$ cat src/rtl/dispatch_gate_pkg.sv
package dispatch_gate_pkg;

   localparam int NCAUSE = 7;

   typedef enum logic [2:0] {
      CS_RENAME = 3'd0,
      CS_RETIRE = 3'd1,
      CS_SCHQ   = 3'd2,
      CS_LDQ    = 3'd3,
      CS_STQ    = 3'd4,
      CS_GROUP  = 3'd5,
      CS_WIDTH  = 3'd6
   } cause_e;

   typedef enum logic [2:0] {
      SCH_OK   = 3'd0,
      SCH_SQ   = 3'd1,
      SCH_LDQ  = 3'd2,
      SCH_STQ  = 3'd3
   } sch_e;

endpackage

$ cat src/rtl/dg_bandwidth.sv
module dg_bandwidth #(
   parameter int DISP_W = 4,
   parameter int UOP_W  = 4
) (
   input  logic             clk,
   input  logic             rst,
   input  logic [UOP_W-1:0] in_uops,
   input  logic             take,
   output logic             width_ok,
   output logic [UOP_W-1:0] carry
);
   localparam logic [UOP_W-1:0] W_U = UOP_W'(DISP_W);

   logic [UOP_W-1:0] carry_q, carry_d, drain, avail;
   logic             busy, oversized;

   always_comb begin
      busy      = carry_q > W_U;
      drain     = busy ? W_U : carry_q;
      avail     = W_U - drain;
      oversized = in_uops > W_U;
      width_ok  = !busy && (oversized ? (carry_q == '0) : (in_uops <= avail));
      if (take && oversized)
         carry_d = in_uops - W_U;
      else if (busy)
         carry_d = carry_q - W_U;
      else
         carry_d = '0;
   end

   always_ff @(posedge clk) begin
      if (rst) carry_q <= '0;
      else     carry_q <= carry_d;
   end

   assign carry = carry_q;
endmodule

$ cat src/rtl/dg_cause_sel.sv
module dg_cause_sel
   import dispatch_gate_pkg::*;
#(
   parameter int UOP_W = 4,
   parameter int WR_W  = 3,
   parameter int RF_W  = 5,
   parameter int RQ_W  = 6
) (
   input  logic              in_valid,
   input  logic [UOP_W-1:0]  in_uops,
   input  logic [WR_W-1:0]   in_writes,
   input  logic [RF_W-1:0]   ren_free,
   input  logic [RQ_W-1:0]   rq_free,
   input  logic [2:0]        sch_code,
   input  logic              width_ok,
   output logic [NCAUSE-1:0] stall_vec,
   output logic              go
);
   localparam int RN_CW = (WR_W > RF_W) ? WR_W : RF_W;
   localparam int RQ_CW = (UOP_W > RQ_W) ? UOP_W : RQ_W;

   logic [RQ_CW-1:0] need_rq;
   logic             ren_fail, rq_fail, sch_fail;
   cause_e           sch_cause;

   always_comb begin
      need_rq  = (in_uops == '0) ? RQ_CW'(1) : RQ_CW'(in_uops);
      ren_fail = RN_CW'(in_writes) > RN_CW'(ren_free);
      rq_fail  = need_rq > RQ_CW'(rq_free);
      sch_fail = sch_code != SCH_OK;
      case (sch_code)
         SCH_SQ:  sch_cause = CS_SCHQ;
         SCH_LDQ: sch_cause = CS_LDQ;
         SCH_STQ: sch_cause = CS_STQ;
         default: sch_cause = CS_GROUP;
      endcase

      stall_vec = '0;
      go        = 1'b0;
      if (in_valid) begin
         if (ren_fail)       stall_vec[CS_RENAME] = 1'b1;
         else if (rq_fail)   stall_vec[RQ_CW > 0 ? CS_RETIRE : CS_RETIRE] = 1'b1;
         else if (sch_fail)  stall_vec[sch_cause] = 1'b1;
         else if (!width_ok) stall_vec[CS_WIDTH] = 1'b1;
         else                go = 1'b1;
      end
   end
endmodule

$ cat src/rtl/dg_stall_ctrs.sv
module dg_stall_ctrs #(
   parameter int NUM   = 7,
   parameter int CNT_W = 16
) (
   input  logic                 clk,
   input  logic                 rst,
   input  logic [NUM-1:0]       bump,
   output logic [NUM*CNT_W-1:0] cnt_flat
);
   for (genvar k = 0; k < NUM; k++) begin : g_ctr
      logic [CNT_W-1:0] cnt_q;
      always_ff @(posedge clk) begin
         if (rst)
            cnt_q <= '0;
         else if (bump[k] && (cnt_q != {CNT_W{1'b1}}))
            cnt_q <= cnt_q + 1'b1;
      end
      assign cnt_flat[k*CNT_W +: CNT_W] = cnt_q;
   end
endmodule

$ cat src/rtl/dispatch_gate.sv
module dispatch_gate
   import dispatch_gate_pkg::*;
#(
   parameter int DISP_W = 4,
   parameter int UOP_W  = 4,
   parameter int WR_W   = 3,
   parameter int RF_W   = 5,
   parameter int RQ_W   = 6,
   parameter int CNT_W  = 16
) (
   input  logic                    clk,
   input  logic                    rst,
   input  logic                    in_valid,
   input  logic [UOP_W-1:0]        in_uops,
   input  logic [WR_W-1:0]         in_writes,
   input  logic [RF_W-1:0]         ren_free,
   input  logic [RQ_W-1:0]         rq_free,
   input  logic [2:0]              sch_code,
   output logic                    disp,
   output logic [UOP_W-1:0]        carry,
   output logic [NCAUSE*CNT_W-1:0] stall_cnt
);
   initial begin
      assert (DISP_W >= 1) else $error("DISP_W must be at least 1");
      assert (DISP_W < (1 << UOP_W)) else $error("UOP_W too narrow for DISP_W");
      assert (CNT_W >= 2) else $error("CNT_W must be at least 2");
   end

   logic              width_ok;
   logic [NCAUSE-1:0] stall_vec;
   logic              go;

   dg_bandwidth #(.DISP_W(DISP_W), .UOP_W(UOP_W)) u_bw (
      .clk      (clk),
      .rst      (rst),
      .in_uops  (in_uops),
      .take     (go),
      .width_ok (width_ok),
      .carry    (carry)
   );

   dg_cause_sel #(.UOP_W(UOP_W), .WR_W(WR_W), .RF_W(RF_W), .RQ_W(RQ_W)) u_sel (
      .in_valid  (in_valid),
      .in_uops   (in_uops),
      .in_writes (in_writes),
      .ren_free  (ren_free),
      .rq_free   (rq_free),
      .sch_code  (sch_code),
      .width_ok  (width_ok),
      .stall_vec (stall_vec),
      .go        (go)
   );

   dg_stall_ctrs #(.NUM(NCAUSE), .CNT_W(CNT_W)) u_ctr (
      .clk      (clk),
      .rst      (rst),
      .bump     (stall_vec),
      .cnt_flat (stall_cnt)
   );

   assign disp = go;
endmodule

$ cat config.mk
export PLATFORM = sky130hd
export DESIGN_NAME = dispatch_gate
export DESIGN_NICKNAME = d
export VERILOG_FILES = /design/src/rtl/dispatch_gate_pkg.sv /design/src/rtl/dg_bandwidth.sv /design/src/rtl/dg_cause_sel.sv /design/src/rtl/dg_stall_ctrs.sv /design/src/rtl/dispatch_gate.sv
export SDC_FILE = /design/constraint.sdc
export NUM_CORES = 1
export LEC_CHECK = 0
export BUFFER_PORTS_ARGS = -buffer_cell sky130_fd_sc_hd__buf_2
export CORE_ASPECT_RATIO = 1.25
export CORE_MARGIN = 5
export CORE_UTILIZATION = 43
export CTS_BUF_LIST = sky130_fd_sc_hd__clkbuf_16
export CTS_CLUSTER_SIZE = 40
export DETAILED_ROUTE_END_ITERATION = 7
export GPL_ROUTABILITY_DRIVEN = 0
export PLACE_DENSITY = 0.68
export SLEW_MARGIN = 20
export SYNTH_ARGS = -nofsm -noshare
export SYNTH_HDL_FRONTEND = slang
export SYNTH_SLANG_ARGS = --single-unit
$ cat constraint.sdc
create_clock -name clk -period 2.8 [get_ports clk]
set_clock_uncertainty 0.15 [all_clocks]
set_input_delay 0.14 -clock clk [delete_from_list [all_inputs] [get_ports clk]]
set_output_delay 0.14 -clock clk [all_outputs]
set_load 0.02 [all_outputs]
* Word-level counts from Yosys, hierarchy flattened *
Cells that the tools add are included.

operators by class
  $add $sub $neg = 10
  $lt $le $gt $ge = 7
  equal/unequal tests = 10
  mux-type cells = 22
  reductions and logical operators = 14

operators with widths
  operator                 count
  $add A16 B1 Y16 const B  7
  $ne A16 B16 Y1 const B   7
  $mux W4                  4
  $mux W1                  12
  $mux W6                  2
  $logic_and A1 B1 Y1      10
  $pmux W3 S3              1
  $gt A4 B3 Y1 const B     2
  $logic_not A4 Y1         2
  $sub A4 B3 Y4 const B    2
  $mux W7                  1
  $eq A3 B2 Y1 const B     2
  $gt A6 B6 Y1             1
  $gt A3 B5 Y1             1
  $mux W5                  1
  $le A4 B4 Y1             1
  $lt A3 B4 Y1 const B     1
  $sub A3 B4 Y4 const A    1
  $demux W1 S3             1
  $eq A3 B1 Y1 const B     1
  $ge A3 B1 Y1 const B     1
  $reduce_bool A3 Y1       1
  $logic_not A1 Y1         1

storage, ports and cells
  register bits after elaboration = 116
  input bits = 24
  output and inout port bits = 117
  logic and storage cells = 71

* Logic depth before layout (Yosys ltp) *
Gate-level depths: netlist of run 1.

  depth after elaboration = 13
  mapped depth = 14
  mapped depth without buffers = 12

* By module *
Synthesis of run 1 repeated with hierarchy kept, for this count alone.

second synthesis, totals
  cells, all modules = 774
  area total of the unflattened synthesis = 6407.4 um^2

modules (own cells, without submodules)
  module         times used  cells an instance  area an instance (um^2)
  dg_stall_ctrs  1           688                5720.5
  dg_bandwidth   1           45                 360.3
  dg_cause_sel   1           41                 326.6

* Least setup slack after synthesis of run 1 *
OpenSTA, ideal clock, no wires.

  path type = reg-to-reg
  start = register u_bw.carry_q[3], in the netlist u_bw.carry[3]
  end = register u_ctr.g_ctr[6].cnt_q[4]
  arrival = 2626 ps
  data required time = 2580 ps
  path slack = -46 ps
  cell stages (with the launch flop) = 14
  clock period less this slack = 2846 ps
  cells stage by stage = dfxtp_1 nor2_1 and2_1 inv_1 ha_1 xor2_1 ha_1 nand4_1 o21ai_0 a21oi_1 o211ai_1 buf_2 or4_1 a21oi_1

on the way
  cells in the longest elaborated chain, start to end = 12
  elaborated cells between the ends (all ways) = 14

ends and longest elaborated chain
  element                 RTL line             source
  from (decl)             dg_bandwidth.sv:14   logic [UOP_W-1:0] carry_q, carry_d, drain, avail;
  from (signal assigned)  dg_bandwidth.sv:33   else carry_q <= carry_d;
  $gt A4 B3 Y1            dg_bandwidth.sv:18   busy = carry_q > W_U;
  $mux W4                 dg_bandwidth.sv:19   drain = busy ? W_U : carry_q;
  $sub A3 B4 Y4           dg_bandwidth.sv:20   avail = W_U - drain;
  $le A4 B4 Y1            dg_bandwidth.sv:22   width_ok = !busy && (oversized ? (carry_q == '0) : (in_uops <= avail));
  $mux W1                 dg_bandwidth.sv:22
  $logic_and A1 B1 Y1 *   dg_bandwidth.sv:22
  $mux W1 *               dg_cause_sel.sv:44   else if (!width_ok) stall_vec[CS_WIDTH] = 1'b1;
  $mux W1 *               dg_cause_sel.sv:43   else if (sch_fail) stall_vec[sch_cause] = 1'b1;
  $mux W5 *               dg_cause_sel.sv:42   else if (rq_fail) stall_vec[RQ_CW > 0 ? CS_RETIRE : CS_RETIRE] = 1'b1;
  $mux W6 *               dg_cause_sel.sv:41   if (ren_fail) stall_vec[CS_RENAME] = 1'b1;
  $mux W7 *               dg_cause_sel.sv:40   if (in_valid) begin
  $logic_and A1 B1 Y1 *   dg_stall_ctrs.sv:15  else if (bump[k] && (cnt_q != {CNT_W{1'b1}}))
  to (signal assigned)    dg_stall_ctrs.sv:16  cnt_q <= cnt_q + 1'b1;
  to (decl)               dg_stall_ctrs.sv:11  logic [CNT_W-1:0] cnt_q;

Every way passes the cells marked *; elsewhere a longest branch is shown, timed or not.
A chain may end at the register's enable or synchronous reset.

* Final worst setup path of run 1 *
  start = register u_bw.carry_q[3], in the netlist u_bw.carry[3]
  end = register u_ctr.g_ctr[6].cnt_q[3]

The elaborated chain is that of the path after synthesis.

==> results.cfg, run 1 <==
[yosys]
biggest_area_contributors_in_the_synthesized_netlist = sky130_fd_sc_hd__dfxtp_1 (37%), sky130_fd_sc_hd__a21oi_1 (5.8%), sky130_fd_sc_hd__ha_1 (4.1%)
mappedNetlistNets = 826
synth_top_area_share = 0.366
ys_seq_area_frac = 0.366
synth_area_per_cell_um2 = 8.12
synthesis.yosys.warnings = 0
synthDistinctLibCells = 55
yosys_register_bits = 116
post_synthesis_cells = 781
synth_area_um2 = 6340
share_of_synthesized_registers_carrying_an_async_set_or_reset = 0
postSynth.topFlopCell = sky130_fd_sc_hd__dfxtp_1
synth_enable_flop_cells = 0
area_leader_netlist = sky130_fd_sc_hd__dfxtp_1

[clock_tree]
ctsLongestPathBuffers = 2
clock_pin_slew_on_the_worst_setup_and_hold_paths_ns = 0.06
cts_sink_count = 116
clock_tree_from_tritoncts = built
clockRootBuffer = sky130_fd_sc_hd__clkbuf_16
htreeDepth = 4
clock_latency_ns = 0.42
cts-buffers-inserted = 17

[cells_and_area]
area_growth_pct = 30.0
final_layout_size_suffix_gt1_frac = 0.258
finalCoreUtilization = 0.570
nets = 990
layoutNonFillerInstCount = 1136
insertedDiodeCount = 0

[setup_path]
arrival_ns = 3.09
critPathMaxFanout = 8
endpoint_kind = flop
setup.worst_path.start_class = flop
crit_type = reg2reg
data_required_time_at_the_worst_endpoint_ns = 3.00

[drt]
drt-vias-per-instance = 5.64
initialDrtViolationCount = 464
wire_per_inst_um = 15.1
dr.pass1.iters = 4
drc_errors = 0
antenna_left = 0
route.vias.total = 6402
detail_route.wirelength_um = 17200

[hold_path]
hold_path.class = in2reg

[timing]
timing_worst_slew_pin_value_ns = 0.623
worst_hold_slack_ns = 0.0237
final-max-slew-violation-count = 0
setup_viol = 10
post-route-min-period_ns = 2.89
max_freq_ghz = 0.346
setup_repair_after_global_routing_missed_its_margin = yes
worst_slack_ns = -0.0878
final_min_period_over_clock_period = 1.03
relSlewSlack = 0.584
final-hold-violation-count = 0

[placed_design]
place.port_buffers = 140
dp_hpwl_um = 11800
dp_cells = 1096

[grt]
grt_max_degree = 55
grt_antenna_before_repair = 0
global_route_wire_length_before_repair_um = 28200
grt_pass1_vias = 5817
globalRouteOverflowTotal = 0
global_route.usage.total = 0.195

[power]
power.density_cell_area_nw_per_um2 = 512
power.total_mw = 4.23
irDropWorstVdd_v = 0.000322
leakagePower_nw = 3.34

[floorplanning]
total_core_area_um2 = 14500
chipHeight_um = 146
top_level_ports = 141
total_die_area_um2 = 17300
initial_core_util = 0.438
rows = 49
die_w_um = 119

[outcome]
run_status = finished with violations
violations = setup timing

[flow_run]
maxCapViolCount = 0
[cell usage after synthesis, types with 21 or more instances]
cell type and n:
sky130_fd_sc_hd__and3_1 23, sky130_fd_sc_hd__ha_1 21, sky130_fd_sc_hd__or3_1 37, sky130_fd_sc_hd__a21oi_1 73, sky130_fd_sc_hd__nand4_1 40, sky130_fd_sc_hd__or4_1 27, sky130_fd_sc_hd__dfxtp_1 116, sky130_fd_sc_hd__o21ai_0 41
sky130_fd_sc_hd__nand2_1 50, sky130_fd_sc_hd__nand3_1 37, sky130_fd_sc_hd__nor2_1 65, sky130_fd_sc_hd__clkbuf_1 29, sky130_fd_sc_hd__nor2b_1 21, sky130_fd_sc_hd__o31ai_1 27
[cells by family (layout without fill, tap and decap cells)]
logic type      count (synthesis)  after routing  synth area share
compound gates                162            162             0.153
xor+xnor                       20             20            0.0276
fa+ha+maj                      21             21            0.0414
buf+inv                        59            236            0.0367
flops                         116            116             0.366
mux                            23             23            0.0396
other cells                     1              1          0.000591
simple gates                  379            379             0.335
[registers in the layout, summed over array words and instances (netlist names)]
| signal | count |
|---|---|
| u_ctr.g_ctr.cnt_q | 112 |
| u_bw.carry | 4 |
[power by group]
| group | internal [mW] | switching (mW) | leakage (nW) |
|---|---|---|---|
| clock | 1.48 | 0.791 | 0.292 |
| combinational | 0.117 | 0.174 | 2.11 |
| sequential | 1.66 | 0.00848 | 0.935 |
| total | 3.25 | 0.974 | 3.34 |
[cell type report]
type,count,area (um^2)
clock buffer,17,425
fill,1348,6220
inverter,20,75.1
timing repair buffer,184,1130
sequential,116,2320
tap,178,223
clock inverter,15,188
multi-input combinational,606,3880
[routing by layer]
| metal | wire (um) | vias up | track usage |
|---|---|---|---|
| met5 | 0 | - | 0 |
| met4 | 162 | 0 | 0.0609 |
| met3 | 930 | 16 | 0.0638 |
| met2 | 8310 | 144 | 0.325 |
| met1 | 7760 | 3003 | 0.237 |
| li1 | - | 3239 | - |
[metrics by stage]
| stage | setup TNS, ns | worst slack (ns) | instance area, um^2 |
|---|---|---|---|
| final | -0.500 | -0.0878 | 8250 |
| after global routing | -1.68 | -0.186 | 8250 |
| after CTS | -0.00200 | -0.00200 | 8240 |
| after detailed placement | -1.05 | -0.0780 | 7460 |
| after global placement | -0.318 | -0.0352 | 7460 |
| after floorplan | 0 | 0.00496 | 6350 |
[critical path, cell delays in order (launching register included)]
cell	delay [ns]
sky130_fd_sc_hd__dfxtp_2	0.33
sky130_fd_sc_hd__nor2_4	0.11
sky130_fd_sc_hd__and2_4	0.15
sky130_fd_sc_hd__inv_2	0.04
sky130_fd_sc_hd__ha_4	0.25
sky130_fd_sc_hd__inv_2	0.04
sky130_fd_sc_hd__ha_4	0.26
sky130_fd_sc_hd__nor2b_4	0.15
sky130_fd_sc_hd__o211ai_1	0.12
sky130_fd_sc_hd__a21oi_2	0.18
sky130_fd_sc_hd__o211ai_1	0.14
sky130_fd_sc_hd__buf_4	0.20
sky130_fd_sc_hd__clkbuf_16	0.15
sky130_fd_sc_hd__or4_4	0.43
sky130_fd_sc_hd__a21oi_2	0.12
[timing repair]
action                     CTS  global route
pin swaps                   19            14
hold buffers                 3             0
gates cloned                 2             0
buffers inserted             4             1
hold endpoints to repair     3             0
gates resized for setup     16            12
setup endpoints to repair    6            17
[placed cells by master, fill, tap and decap left out, drive strengths merged, types with 4 or more instances in the layout]
| cell | n |
|---|---|
| o31ai | 27 |
| nand2b | 12 |
| nand2 | 50 |
| or4 | 27 |
| clkbuf | 18 |
| inv | 21 |
| and2 | 9 |
| nor2b | 21 |
| xor2 | 11 |
| mux2i | 6 |
| nor2 | 65 |
| clkinv | 6 |
| dfxtp | 116 |
| and3 | 25 |
| bufinv | 4 |
| o21ai | 43 |
| nand4 | 42 |
| buf | 180 |
| clkinvlp | 4 |
| nand3 | 37 |
| ha | 21 |
| a21oi | 73 |
| nor3 | 21 |
| nor3b | 6 |
| mux2 | 17 |
| nor4 | 14 |
| xnor2 | 9 |
| and4 | 6 |
| or3 | 37 |
[worst paths after layout]
kind	to	start	cells past startpoint	slack (ns)
setup / recovery	u_ctr.g_ctr[6].cnt_q[3]$_SDFFE_PP0P_	u_bw.carry[3]$_SDFF_PP0_	14	-0.09
hold / removal	u_ctr.g_ctr[6].cnt_q[6]$_SDFFE_PP0P_	rst	2	0.02
setup reg to reg	u_ctr.g_ctr[6].cnt_q[3]$_SDFFE_PP0P_	u_bw.carry[3]$_SDFF_PP0_	14	-0.09
hold reg to reg	u_ctr.g_ctr[1].cnt_q[5]$_SDFFE_PP0P_	u_ctr.g_ctr[1].cnt_q[5]$_SDFFE_PP0P_	2	0.34
(Power assumes the default switching activity.)
==> run 2: changes to the inputs <==
- PLACE_DENSITY: 0.68 -> 0.66
- clock period: 2.8 -> 3.3 ns (I/O delays scaled with it)
==> results.cfg, run 2 (synthesis results as in run 1) <==
[drt]
route.top_layer_used = met4
route.vias.total = 6155
wire_per_inst_um = 14.6
detailroute.wirelength.met3_um = 904
met2RoutedLength_um = 7590
antenna_left = 0
dr.pass1.iters = 5
drt-met1-wl_um = 7490
drt-vias-per-instance = 5.57
drc_errors = 0
detail_route.wirelength_um = 16100
initialDrtViolationCount = 360

[cells_and_area]
layout.cell_area.non_filler_um2 = 7820
n_fill_cell = 1412
seqCellArea_um2 = 2320
largest_register_ff_count = 112
final_layout_size_suffix_gt1_frac = 0.210
layout.cells.most_common = sky130_fd_sc_hd__buf_2
final_cell_mix = sky130_fd_sc_hd__buf_2 (139), sky130_fd_sc_hd__dfxtp_1 (116), sky130_fd_sc_hd__a21oi_1 (73)
nets = 960
max_flop_register = u_ctr.g_ctr.cnt_q
multi_input_comb_area_um2 = 3790
area_growth_pct = 23.2
finalCoreUtilization = 0.540
insertedDiodeCount = 0

[floorplanning]
top_level_ports = 141
rows = 49
chipHeight_um = 146
initial_core_util = 0.438
die_w_um = 119
total_die_area_um2 = 17300
total_core_area_um2 = 14500

[power]
switching_power_mw = 0.770
irDropWorstVdd_v = 0.000259
p_int_mw = 2.64
power.density_cell_area_nw_per_um2 = 436
proportion_of_power_drawn_by_the_clock_network = 0.526
p_seq_frac = 0.415
leakagePower_nw = 3.13
combPwrFrac = 0.058
power_switching_share = 0.226

[clock_tree]
post-cts-setup-buffers = 0
cts-buffers-inserted = 17
clockRootBuffer = sky130_fd_sc_hd__clkbuf_16
ctsLongestPathBuffers = 2
clock_tree_from_tritoncts = built
clock_latency_ns = 0.41
cts_sink_count = 116
clock_pin_slew_on_the_worst_setup_and_hold_paths_ns = 0.06
htreeDepth = 4

[timing]
tns_ns = 0
timing_worst_slew_pin_value_ns = 0.587
setup_viol = 0
final-hold-violation-count = 0
final-max-slew-violation-count = 0
worst_hold_slack_ns = 0.113
relSlewSlack = 0.608
max_freq_ghz = 0.324
setup_repair_after_global_routing_missed_its_margin = yes
post-route-min-period_ns = 3.09
final_min_period_over_clock_period = 0.936

[setup_path]
critical-path-top-cell-by-count = sky130_fd_sc_hd__ha_1
arrival_ns = 3.28
setup.worst_path.start_class = primary input
reg2reg_depth = 13
reg2reg_from = u_bw.carry[3]$_SDFF_PP0_
reg2reg_setup_slack_ns = 0.21
slowest_cell_on_the_critical_path = sky130_fd_sc_hd__dlygate4sd3_1
r2r-end = u_ctr.g_ctr[6].cnt_q[13]$_SDFFE_PP0P_
critPathMaxFanout = 26
crit_type = in2reg
endpoint_kind = flop
data_required_time_at_the_worst_endpoint_ns = 3.49
timing.critical_path.cells = dlygate4sd3_1 -> buf_2 -> inv_1 -> ha_1 -> and3_1 -> nor2_1 -> ha_1 -> o211ai_2 -> a2111oi_4 -> nand3_1 -> buf_6 -> or4_1 -> a21oi_1
cpPeakStageDelay_ns = 0.53

[hold_path]
hold-path-cell-count = 2
worstHoldStart = rst
hold-path-endpoint = u_ctr.g_ctr[3].cnt_q[9]$_SDFFE_PP0P_
hold_path.class = in2reg

[outcome]
run_status = completed

[grt]
global_route.usage.total = 0.186
global_route_wire_length_before_repair_um = 27200
grt_pass1_vias = 5701
globalRouteOverflowTotal = 0
grt_max_degree = 63
grt_antenna_before_repair = 0

[placed_design]
dp_hpwl_um = 11400
placed_area_um2 = 7210
place.port_buffers = 140

[flow_run]
maxCapViolCount = 0
## run 2: changes by cell type in the layout (fill, tap and decap cells not counted), sizes merged
cell / change
buf: -29
bufinv: -1
clkbuf: -1
clkinv: +4
clkinvlp: -3
## run 2: how the worst max path moves through the flow
stage,end,from,cells past startpoint,slack [ns]
detailed placement,u_ctr.g_ctr[6].cnt_q[4]$_SDFFE_PP0P_,u_bw.carry[3]$_SDFF_PP0_,13,0.24
global route,u_ctr.g_ctr[1].cnt_q[9]$_SDFFE_PP0P_,in_uops[2],13,-0.04
global placement,u_ctr.g_ctr[6].cnt_q[11]$_SDFFE_PP0P_,u_bw.carry[3]$_SDFF_PP0_,13,0.31
floorplan,u_ctr.g_ctr[6].cnt_q[4]$_SDFFE_PP0P_,u_bw.carry[3]$_SDFF_PP0_,13,0.45
finish,u_ctr.g_ctr[1].cnt_q[15]$_SDFFE_PP0P_,in_uops[2],13,0.21
CTS,u_ctr.g_ctr[4].cnt_q[11]$_SDFFE_PP0P_,in_uops[2],13,0.20
## run 2: area by class of cell
cell class,count,area share
clock buffer,17,0.0544
inverter,20,0.00960
tap,178,0.0285
timing repair buffer,154,0.106
sequential,116,0.297
clock inverter,15,0.0187
multi-input combinational,606,0.485
## run 2: power groups by stage
stage / clock [mW] / combinational [mW] / sequential, mW
floorplan: 0 / 0.125 / 1.45
global placement: 0 / 0.195 / 1.44
detailed placement: 0 / 0.196 / 1.44
CTS: 1.83 / 0.199 / 1.41
global route: 1.90 / 0.222 / 1.41
finish: 1.79 / 0.199 / 1.41
## run 2: worst max-delay path: cells and delay by family
family                   cells  cell delay, ns
AO/OA/AOI/OAI                3            0.80
AND/OR/NAND/NOR              4            0.88
adder cells (fa/ha/maj)      2            0.47
buffers and inverters        4            0.97
## run 2: repair_timing
item                       in CTS  in global routing
resized for setup               0                  2
hold buffers                    3                  0
hold endpoints to repair        3                  0
setup endpoints to repair       0                  5
## run 2: per-stage QoR
step | worst slack [ns] | instances | total power [mW]
2_1_floorplan | 0.454 | 781 | 1.57
5_1_grt | -0.0360 | 1106 | 3.53
6_report | 0.211 | 1106 | 3.41
3_3_place_gp | 0.314 | 1071 | 1.64
3_5_place_dp | 0.241 | 1071 | 1.64
4_1_cts | 0.203 | 1106 | 3.45
## run 2: per-layer routing
metal / global-route usage / vias up
met5: 0 / -
met4: 0.0533 / 0
met3: 0.0587 / 14
met2: 0.303 / 119
met1: 0.236 / 2846
li1: - / 3176
==> run 3: changes to the inputs <==
- CELL_PAD_IN_SITES_DETAIL_PLACEMENT: default -> 1
- CELL_PAD_IN_SITES_GLOBAL_PLACEMENT: default -> 2
- CORE_UTILIZATION: 43 -> 32
- CTS_BUF_LIST: sky130_fd_sc_hd__clkbuf_16 -> default
- PLACE_DENSITY: 0.66 -> 0.81
==> results.cfg, run 3 (synthesis results as in run 1) <==
[timing]
setup_viol = 0
timing_worst_slew_pin_value_ns = 0.567
worst_hold_slack_ns = 0.0933
setup_repair_after_global_routing_missed_its_margin = no
final_min_period_over_clock_period = 0.970
post-route-min-period_ns = 3.20
tns_ns = 0
final-max-slew-violation-count = 0
relSlewSlack = 0.621
max_freq_ghz = 0.312
worst_slack_ns = 0.0990
final-hold-violation-count = 0

[cells_and_area]
final_cell_mix = sky130_fd_sc_hd__buf_2 (139), sky130_fd_sc_hd__dfxtp_1 (116), sky130_fd_sc_hd__a21oi_1 (71)
layout.cell_area.non_filler_um2 = 8070
area_growth_pct = 27.2
largest_register_ff_count = 112
layoutNonFillerInstCount = 1200
finalCoreUtilization = 0.414
n_fill_cell = 2383
final_layout_size_suffix_gt1_frac = 0.228
max_flop_register = u_ctr.g_ctr.cnt_q
insertedDiodeCount = 0
layout.cells.most_common = sky130_fd_sc_hd__buf_2
nets = 967

[power]
p_int_mw = 2.62
power_switching_share = 0.242
irDropWorstVdd_v = 0.000321
power.total_mw = 3.45
p_seq_frac = 0.409
switching_power_mw = 0.837
leakagePower_nw = 3.17
proportion_of_power_drawn_by_the_clock_network = 0.526
combPwrFrac = 0.065
power.density_cell_area_nw_per_um2 = 428

[grt]
met1_track_demand_over_resource = 0.206
grt_use_met3 = 0.0456
global_route_wire_length_before_repair_um = 32300
gr-max-usage-layer = met2
globalRouteOverflowTotal = 0
grt_pass1_vias = 6665
global_route.usage.total = 0.170
grt_max_degree = 59
grt_antenna_before_repair = 0
grt_use_met2 = 0.297

[clock_tree]
cts_sink_count = 116
ctsLongestPathBuffers = 2
htreeDepth = 4
clock_tree_from_tritoncts = built
cts-buffers-inserted = 17
clock_latency_ns = 0.41
clockRootBuffer = sky130_fd_sc_hd__clkbuf_16
clock_pin_slew_on_the_worst_setup_and_hold_paths_ns = 0.05

[setup_path]
endpoint_kind = flop
slowest_cell_on_the_critical_path = sky130_fd_sc_hd__dlygate4sd3_1
setup.worst_path.start_class = primary input
timing.critical_path.cells = dlygate4sd3_1 -> buf_2 -> inv_1 -> ha_2 -> and3_4 -> nor2_1 -> ha_1 -> a21oi_2 -> a2111oi_4 -> buf_6 -> buf_4 -> or3_4 -> or4_1 -> a21oi_1
critPathMaxFanout = 8
cpPeakStageDelay_ns = 0.53
data_required_time_at_the_worst_endpoint_ns = 3.49
arrival_ns = 3.39
crit_type = in2reg

[floorplanning]
top_level_ports = 141
die_w_um = 136
total_core_area_um2 = 19500
rows = 57
initial_core_util = 0.326
chipHeight_um = 167
total_die_area_um2 = 22800

[placed_design]
dp_worst_setup_slack_ns = 0.171
dp_cells = 1161
place.port_buffers = 140
dp_hpwl_um = 14000
placed_area_um2 = 7380

[hold_path]
hold_path.class = in2reg

[drt]
drt-vias-per-instance = 5.32
antenna_left = 0
dr.pass1.iters = 4
wire_per_inst_um = 16.1
route.vias.total = 6382
drc_errors = 0
detail_route.wirelength_um = 19300
initialDrtViolationCount = 268

[outcome]
run_status = completed

[flow_run]
maxCapViolCount = 0
run 3: cell count changes in the layout (fill, tap and decap cells not counted), sizes merged:
cell | before | now
bufinv | 3 | 2
clkinv | 10 | 5
buf | 151 | 158
clkbuf | 17 | 20
clkinvlp | 1 | 4
run 3: what timing repair did:
| action | 4_1_cts | 5_1_grt |
|---|---|---|
| hold endpoints to repair | 3 | 0 |
| gates resized for setup | 0 | 14 |
| hold buffers | 3 | 0 |
| buffers inserted | 0 | 4 |
| setup endpoints to repair | 0 | 19 |
run 3: final timing paths:
check             slack (ns)  cells past startpoint                                   from                                     to
setup reg to reg        0.36                     13               u_bw.carry[3]$_SDFF_PP0_   u_ctr.g_ctr[6].cnt_q[4]$_SDFFE_PP0P_
hold / removal          0.09                      2                                    rst  u_ctr.g_ctr[3].cnt_q[13]$_SDFFE_PP0P_
hold reg to reg         0.34                      2  u_ctr.g_ctr[3].cnt_q[11]$_SDFFE_PP0P_  u_ctr.g_ctr[3].cnt_q[11]$_SDFFE_PP0P_
setup / recovery         0.1                     14                             in_uops[2]  u_ctr.g_ctr[2].cnt_q[13]$_SDFFE_PP0P_
run 3: routing by layer:
metal,share of wire,routed length [um]
met5,0,0
met3,0.045,874
met1,0.45,8750
met4,0.011,211
met2,0.49,9490
run 3: layout make-up:
type / instances / area [um^2] / area share
Multi-Input combinational cell: 606 / 3820 / 0.474
Clock inverter: 12 / 131 / 0.0163
Inverter: 20 / 75.1 / 0.00931
Tap cell: 265 / 332 / 0.0411
Sequential cell: 116 / 2320 / 0.288
Clock buffer: 20 / 447 / 0.0554
Timing Repair Buffer: 161 / 935 / 0.116
run 3: worst max-delay path, delay by kind of cell:
family	cells	cell delay, ns
AND/OR/NAND/NOR	4	1.13
buffers and inverters	5	1.08
adder cells (fa/ha/maj)	2	0.54
AO/OA/AOI/OAI	3	0.48
run 3: power groups by stage:
| stage | combinational, mW | clock (mW) | sequential [mW] |
|---|---|---|---|
| 2_1_floorplan | 0.125 | 0 | 1.45 |
| 3_3_place_gp | 0.213 | 0 | 1.44 |
| 3_5_place_dp | 0.216 | 0 | 1.44 |
| 4_1_cts | 0.220 | 1.87 | 1.41 |
| 5_1_grt | 0.252 | 1.93 | 1.41 |
| 6_report | 0.226 | 1.82 | 1.41 |
